## src/rtl/usr_pkg.sv

```systemverilog
package usr_pkg;
  typedef enum logic [1:0] {
    MODE_HOLD  = 2'b00,
    MODE_UP    = 2'b01,
    MODE_DOWN  = 2'b10,
    MODE_LOAD  = 2'b11
  } shift_mode_e;
endpackage

```

## src/rtl/usr_slice.sv

```systemverilog
module usr_slice
  import usr_pkg::*;
#(
  parameter int WIDTH = 4
) (
  input  logic             clk,
  input  logic             rst,
  input  shift_mode_e      mode,
  input  logic             up_in,
  input  logic             down_in,
  input  logic [WIDTH-1:0] par_in,
  output logic [WIDTH-1:0] q
);
  localparam int EXT_W = WIDTH + 2;

  // neighbour view: bit 0 is the up-shift entry, bit EXT_W-1 the down-shift entry
  logic [EXT_W-1:0] ext;
  logic [WIDTH-1:0] nxt;

  assign ext = {down_in, q, up_in};

  for (genvar i = 0; i < WIDTH; i++) begin : g_bit
    always_comb begin
      unique case (mode)
        MODE_HOLD: nxt[i] = q[i];
        MODE_UP:   nxt[i] = ext[i];
        MODE_DOWN: nxt[i] = ext[i+2];
        default:   nxt[i] = par_in[i];
      endcase
    end
  end

  always_ff @(posedge clk) begin
    if (rst) q <= '0;
    else     q <= nxt;
  end
endmodule

```

## src/rtl/usr_bus_gate.sv

```systemverilog
module usr_bus_gate
  import usr_pkg::*;
#(
  parameter int WIDTH = 8
) (
  input  shift_mode_e      mode,
  input  logic             oe_req,
  input  logic [WIDTH-1:0] q,
  output logic             bus_oe,
  output logic [WIDTH-1:0] bus_out
);
  always_comb begin
    bus_oe  = oe_req && (mode != MODE_LOAD);
    bus_out = bus_oe ? q : '0;
  end
endmodule

```

## src/rtl/usr_cascade.sv

```systemverilog
module usr_cascade
  import usr_pkg::*;
#(
  parameter int SLICE_W  = 4,
  parameter int N_SLICES = 2,
  localparam int TOTAL_W = SLICE_W * N_SLICES
) (
  input  logic               clk,
  input  logic               rst,
  input  logic [1:0]         mode,
  input  logic               ser_r_in,
  input  logic               ser_l_in,
  input  logic               oe_req,
  input  logic [TOTAL_W-1:0] bus_in,
  output logic [TOTAL_W-1:0] bus_out,
  output logic               bus_oe,
  output logic [TOTAL_W-1:0] q,
  output logic               hi_end_out,
  output logic               lo_end_out
);
  shift_mode_e mode_e;
  logic [N_SLICES-1:0] up_link;
  logic [N_SLICES-1:0] down_link;

  assign mode_e = shift_mode_e'(mode);

  for (genvar k = 0; k < N_SLICES; k++) begin : g_slice
    if (k == 0) begin : g_lo
      assign up_link[k] = ser_r_in;
    end else begin : g_up
      assign up_link[k] = q[k*SLICE_W-1];
    end
    if (k == N_SLICES-1) begin : g_hi
      assign down_link[k] = ser_l_in;
    end else begin : g_dn
      assign down_link[k] = q[(k+1)*SLICE_W];
    end

    usr_slice #(.WIDTH(SLICE_W)) slice_i (
      .clk     (clk),
      .rst     (rst),
      .mode    (mode_e),
      .up_in   (up_link[k]),
      .down_in (down_link[k]),
      .par_in  (bus_in[k*SLICE_W +: SLICE_W]),
      .q       (q[k*SLICE_W +: SLICE_W])
    );
  end

  usr_bus_gate #(.WIDTH(TOTAL_W)) gate_i (
    .mode    (mode_e),
    .oe_req  (oe_req),
    .q       (q),
    .bus_oe  (bus_oe),
    .bus_out (bus_out)
  );

  assign hi_end_out = q[TOTAL_W-1];
  assign lo_end_out = q[0];
endmodule

```

## config.mk

```make
export PLATFORM = sky130hd
export DESIGN_NAME = usr_cascade
export DESIGN_NICKNAME = d
export VERILOG_FILES = /design/src/rtl/usr_pkg.sv /design/src/rtl/usr_slice.sv /design/src/rtl/usr_bus_gate.sv /design/src/rtl/usr_cascade.sv
export SDC_FILE = /design/constraint.sdc
export NUM_CORES = 1
export LEC_CHECK = 0
export BUFFER_PORTS_ARGS = -buffer_cell sky130_fd_sc_hd__buf_2
export CAP_MARGIN = 20
export CORE_UTILIZATION = 41
export DETAILED_ROUTE_END_ITERATION = 6
export PLACE_DENSITY = 0.86
export SYNTH_ARGS = -nofsm -noshare
export SYNTH_HDL_FRONTEND = slang
export SYNTH_SLANG_ARGS = --single-unit
export TNS_END_PERCENT = 100
```

## constraint.sdc

```tcl
create_clock -name clk -period 1.3 [get_ports clk]
set_clock_uncertainty 0.05 [all_clocks]
set_input_delay 0.195 -clock clk [delete_from_list [all_inputs] [get_ports clk]]
set_output_delay 0.195 -clock clk [all_outputs]
set_load 0.02 [all_outputs]
```

==> results of run 1 <==
worst max-delay path by stage:
stage | to | cells after the start | slack [ps]
final | bus_out[6] | 6 | 30
after global routing | bus_out[6] | 6 | 3
after CTS | bus_out[6] | 6 | 3
after detailed placement | g_slice[1].slice_i.q[3] | 6 | -150
after global placement | g_slice[1].slice_i.q[0] | 6 | -60
after floorplan | g_slice[1].slice_i.q[2] | 6 | 110
power groups by stage:
stage	Clock [mW]	Combinational, mW	Sequential (mW)
3_5_place_dp	0	0.252	0.306
4_1_cts	0.189	0.254	0.301
3_3_place_gp	0	0.245	0.304
2_1_floorplan	0	0.171	0.322
6_report	0.189	0.291	0.303
5_1_grt	0.204	0.314	0.307
metal layers:
layer	vias to the layer above	wire length [um]	GRT usage
met5	-	0	0
met4	0	25	0.1034
met3	5	84	0.05202
met2	31	754	0.3583
met1	281	610	0.2230
li1	288	-	-
cell usage after synthesis:
cell type,n
buf_2,1
dfxtp_1,8
a2111oi_2,1
nor2b_1,1
buf_4,4
clkbuf_1,1
buf_12,1
clkdlybuf4s25_2,1
ha_1,4
clkbuf_4,1
o22ai_1,7
a221oi_1,7
or2_1,1
buf_6,1
a221oi_2,1
nand2b_1,1
inv_1,4
nor3_1,8
and2_1,8
stage by stage:
step           hold WS, ps  instance area (um2)  total power, mW
2_1_floorplan        348.7                558.0           0.4939
5_1_grt              210.3                812.0           0.8261
6_report             195.6                812.0           0.7835
4_1_cts              189.5                716.9           0.7433
3_5_place_dp         451.7                689.4           0.5578
3_3_place_gp         445.4                689.4           0.5483
layout make-up:
type / count / share of cell area
inverters: 4 / 0.01849
well taps: 14 / 0.02157
repair buffers: 39 / 0.3297
flip-flops and latches: 8 / 0.1972
clock buffers: 3 / 0.02773
multi-input cells: 39 / 0.4052
timing repair:
item | in CTS | in global routing
gates cloned | 0 | 1
endpoints found under the hold margin | 0 | 0
resized for setup | 2 | 27
setup endpoints to repair | 2 | 9
worst register-to-register path: cells and delay by family (launching register included):
kind / cells / cell delay (ps)
flops: 1 / 390
compound gates: 1 / 340
buf+inv: 1 / 70
layout by cell type, fill, tap and decap left out:
| cell | n |
|---|---|
| nor2b_4 | 1 |
| inv_1 | 4 |
| nor3_1 | 8 |
| o22ai_1 | 7 |
| buf_2 | 25 |
| ha_4 | 1 |
| a2111oi_2 | 1 |
| clkbuf_4 | 3 |
| and2_1 | 3 |
| a221oi_1 | 7 |
| a221oi_2 | 1 |
| nand2b_2 | 1 |
| or2_1 | 1 |
| buf_4 | 4 |
| dfxtp_1 | 8 |
| and2_4 | 5 |
| ha_1 | 3 |
| buf_6 | 10 |
cell families after synthesis:
kind of cell / Yosys count / synth area share
DFF: 8 / 0.2876
and+or+nand+nor: 19 / 0.1955
buffers and inverters: 14 / 0.1843
AOI/OAI and AO/OA: 16 / 0.2427
adders and majority gates: 4 / 0.08989
==> impl_metrics.toml, run 1 <==
[clock_network]
h-tree-depth = 1
clk_pin_slew_ps = 60
clock_path_buffers = 2
post_cts.repair.setup_buffers = 0
clock-root-buffer = "clkbuf_4"
cts_sinks = 8
cts_buffers = 3
cts_hold_buf = 0
worstSkewPairLatency_ps = 250
cts_tree = "yes"

[die]
placementRows = 12
die_x_um = 38.85
die-area_um2 = 1509
initial_utilization = 0.4694
die_h_um = 38.85
core_area_um2 = 1186
pin_count = 34

[setup_path]
crit_top_cell = "buf_6"
cp-start-kind = "primary input"
critPathBufInv = 3
reg2reg_depth = 2
r2r_start = "g_slice[1].slice_i.q[3]"
path_class = "in -> out"
end_kind = "output pin"
crit_chain = "buf_2 -> ha_4 -> nor2b_4 -> buf_6 -> and2_1 -> buf_6"
reg2reg_slack_ps = 350
worstPathMaxFanout = 4
cpMaxStageDelayCell = "ha_4"
r2r_end = "g_slice[1].slice_i.q[3]"
cp-startpoint = "mode[0]"
critical-path-top-delay-family = "buffers and inverters"
critical_path.max_stage_delay_ps = 160
worst-endpoint-arrival_ps = 1020
worstPathRequired_ps = 1050

[place]
gp_congestion = 0.7852
dp_hpwl_mm = 1.060
dp.cells = 103
io_buffers = 33
dp_slack_ps = -151.4

[power]
vdd_drop_max_mv = 0.5447
p_sw_mw = 0.2720
internal_power_mw = 0.5115
leakage_nw = 0.4013
clockPowerShare = 0.242
combPwrFrac = 0.372
p_seq_frac = 0.386
p_per_area_nw_per_um2 = 964.9
p_sw_frac = 0.3472

[route]
vias = 605
via_per_inst = 5.654
drc_errors = 0
first_iter_violations = 26
dr.pass1.iters = 4
ant_nets = 0
post_drt_wl_per_cell_um = 13.79
wirelength_mm = 1.475

[final_layout]
largest_reg_flops = 8
register_area_um2 = 160.2
finish.utilization = 0.6846
multi_input_area_um2 = 329.1
diodes = 0
final_nets = 114
area_growth_pct = 45.84
drive_above_1_share = 0.5591
stdcell_count = 107
largest-register = "g_slice.slice_i.q"
reg.largest.list = "g_slice.slice_i.q (8)"
n_fill_cell = 102

[worst_hold_path]
hold_depth = 2
hold_class = "in -> reg"
hp-start = "rst"
hold_end = "g_slice[1].slice_i.q[3]"

[grt]
grt_pass1_wl_mm = 2.056
grt_max_degree = 10
antenna_found_initial = 0
overflow = 0
grtUsageTotal = 0.2045
grt_pass1_vias = 498

[yosys]
ys_types = 19
yosys.area.top_type_share = 0.2876
ys_ff_latch = 8
ys_seq_area_frac = 0.2876
synth_area_um2 = 556.8
avgSynthCellArea_um2 = 9.128
synth_cells = 61
synthTopCellsByArea = "dfxtp_1, a221oi_1, and2_1"
synth_nets = 80
synth_top_area_cell = "dfxtp_1"
synth-warning-count = 0

[sta]
hold_viol_final = 0
rsz0062_at_grt = "false"
finalCritPeriodShare = 0.9765
finalCriticalPeriod_ps = 1269
slew_violations = 0
clock.fmax_mhz = 787.8
setup_viol = 0
timing.slew.headroom = 0.8192
max_slew.worst_pin.slew_ps = 271.3
fin_ws_ps = 30.58
fin_tns_setup_ps = 0

[status]
status = "finished, final reports clean"

[job]
maxCapViolCount = 0
Note: power is estimated with default switching activity, not from simulation.
==> run 2: changes to the inputs <==
Settings changed: CORE_MARGIN set to 10.
==> run 2 against run 1 <==
Count of clock-buffer cells in the layout unchanged. Worst hold slack worse by 7.3 ps. Critical endpoint is now bus_out[5]. Highest routed layer unchanged. Via count rose by 6.1%. Critical path depth is the same. Largest power group unchanged. Register-to-register slack is essentially flat. Sequential share of layout area fell by 0.33 points. Sequential power hardly changed.
==> impl_metrics.toml, run 2 (synthesized netlist as in run 1, its figures left out) <==
[final_layout]
drive_above_1_share = 0.5851
n_fill_cell = 105
postLayoutCellArea_um2 = 825.8
largest_reg_flops = 8
reg.largest.list = "g_slice.slice_i.q (8)"
final_nets = 115
diodes = 0
largest-register = "g_slice.slice_i.q"
mostFrequentLayoutCells = "buf_2, buf_6, nor3_1, dfxtp_1"
finish.utilization = 0.6426
area_growth_pct = 48.31
mostFrequentLayoutCell = "buf_2"
stdcell_count = 109

[route]
drc_errors = 0
vias = 642
wirelength_mm = 1.860
first_iter_violations = 33
post_drt_wl_per_cell_um = 17.06
dr.pass1.iters = 4
ant_nets = 0
via_per_inst = 5.890

[setup_path]
worstPathMaxFanout = 5
cp-startpoint = "mode[0]"
worst-endpoint-arrival_ps = 1010
cp-start-kind = "primary input"
crit_chain = "buf_2 -> ha_4 -> nor2b_4 -> buf_6 -> and2_1 -> buf_6"
crit_top_cell = "buf_6"
critical_path.max_stage_delay_ps = 160
worstPathRequired_ps = 1050
cpMaxStageDelayCell = "ha_4"
r2r_start = "g_slice[1].slice_i.q[2]"
end_kind = "output pin"
path_class = "in -> out"

[sta]
max_slew.worst_pin.slew_ps = 303.5
clock.fmax_mhz = 795.9
finalCritPeriodShare = 0.9665
timing.slew.headroom = 0.7977
hold_viol_final = 0
rsz0062_at_grt = "false"
finalCriticalPeriod_ps = 1257
setup_viol = 0
slew_violations = 0

[clock_network]
clock_path_buffers = 2
cts_tree = "yes"
clock-root-buffer = "clkbuf_4"
cts_buffers = 3
h-tree-depth = 1
post_cts.repair.setup_buffers = 0
cts_sinks = 8
clk_pin_slew_ps = 60
cts_hold_buf = 0
worstSkewPairLatency_ps = 260

[grt]
grt_max_degree = 9
grt_pass1_vias = 618
grtUsageTotal = 0.1137
grt_pass1_wl_mm = 3.063
antenna_found_initial = 0
overflow = 0

[die]
pin_count = 34
die_x_um = 56.85
core_area_um2 = 1285
die_h_um = 56.85
initial_utilization = 0.4333
die-area_um2 = 3232
placementRows = 13

[place]
gp_congestion = 0.8102
dp_hpwl_mm = 1.330
io_buffers = 33
dp.cells = 105
dpl-instance-area_um2 = 698.2

[worst_hold_path]
hold_class = "in -> reg"
hp-start = "rst"

[status]
status = "finished, final reports clean"

[power]
leakage_nw = 0.4092
p_per_area_nw_per_um2 = 974.8
vdd_drop_max_mv = 0.4032
power_mw = 0.8050

[job]
maxCapViolCount = 0
==> run 2: cell count changes in the layout (fill, tap and decap cells not counted) <==
cell    delta
and2_1     -2
and2_4     +2
buf_4      +1
==> run 2: layer usage <==
metal / global-route usage / vias to the layer above / share of wire
met5: 0 / - / 0
met4: 0.07047 / 0 / 0.030
met3: 0.04270 / 10 / 0.12
li1: - / 289 / -
met1: 0.1155 / 294 / 0.34
met2: 0.1912 / 49 / 0.51
==> run 2: where the power goes <==
part	internal (mW)	total [mW]	switching, mW
Combinational	0.140	0.302	0.163
Clock	0.106	0.197	0.0911
Sequential	0.271	0.305	0.0347
Total	0.516	0.805	0.289
==> run 2: layout make-up <==
type                            count  area (um2)  area share
Multi-Input combinational cell     39       334.1      0.4045
Clock buffer                        3       22.52     0.02727
Inverter                            4       15.01     0.01818
Sequential cell                     8       160.2      0.1939
Tap cell                           15       18.77     0.02273
Timing Repair Buffer               40       275.3      0.3333
==> run 2: worst paths after layout <==
| kind | endpoint | slack, ps | depth (start not counted) |
|---|---|---|---|
| setup / recovery | bus_out[5] | 40 | 6 |
| hold / removal | g_slice[0].slice_i.q[2] | 190 | 2 |
| hold reg to reg | g_slice[1].slice_i.q[3] | 480 | 2 |
| setup reg to reg | g_slice[1].slice_i.q[3] | 340 | 2 |
==> run 2: metrics by stage <==
step	setup WS (ps)	hold slack, ps	setup TNS [ps]
after floorplan	107.1	348.7	0
after global placement	-57.25	445.9	-324.0
after detailed placement	-143.7	445.8	-737.7
after CTS	26.52	178.6	0
after global routing	19.25	198.3	0
final	43.49	188.3	0
==> run 2: timing repair <==
item                                    CTS  global route
gates resized for setup                  26             5
cloned                                    1             0
endpoints found under the setup margin    6             5
==> run 2: critical path: cells and delay by family <==
| family | cells | cell delay, ps |
|---|---|---|
| adder cells (fa/ha/maj) | 1 | 160 |
| buffers and inverters | 3 | 380 |
| AND/OR/NAND/NOR | 2 | 280 |
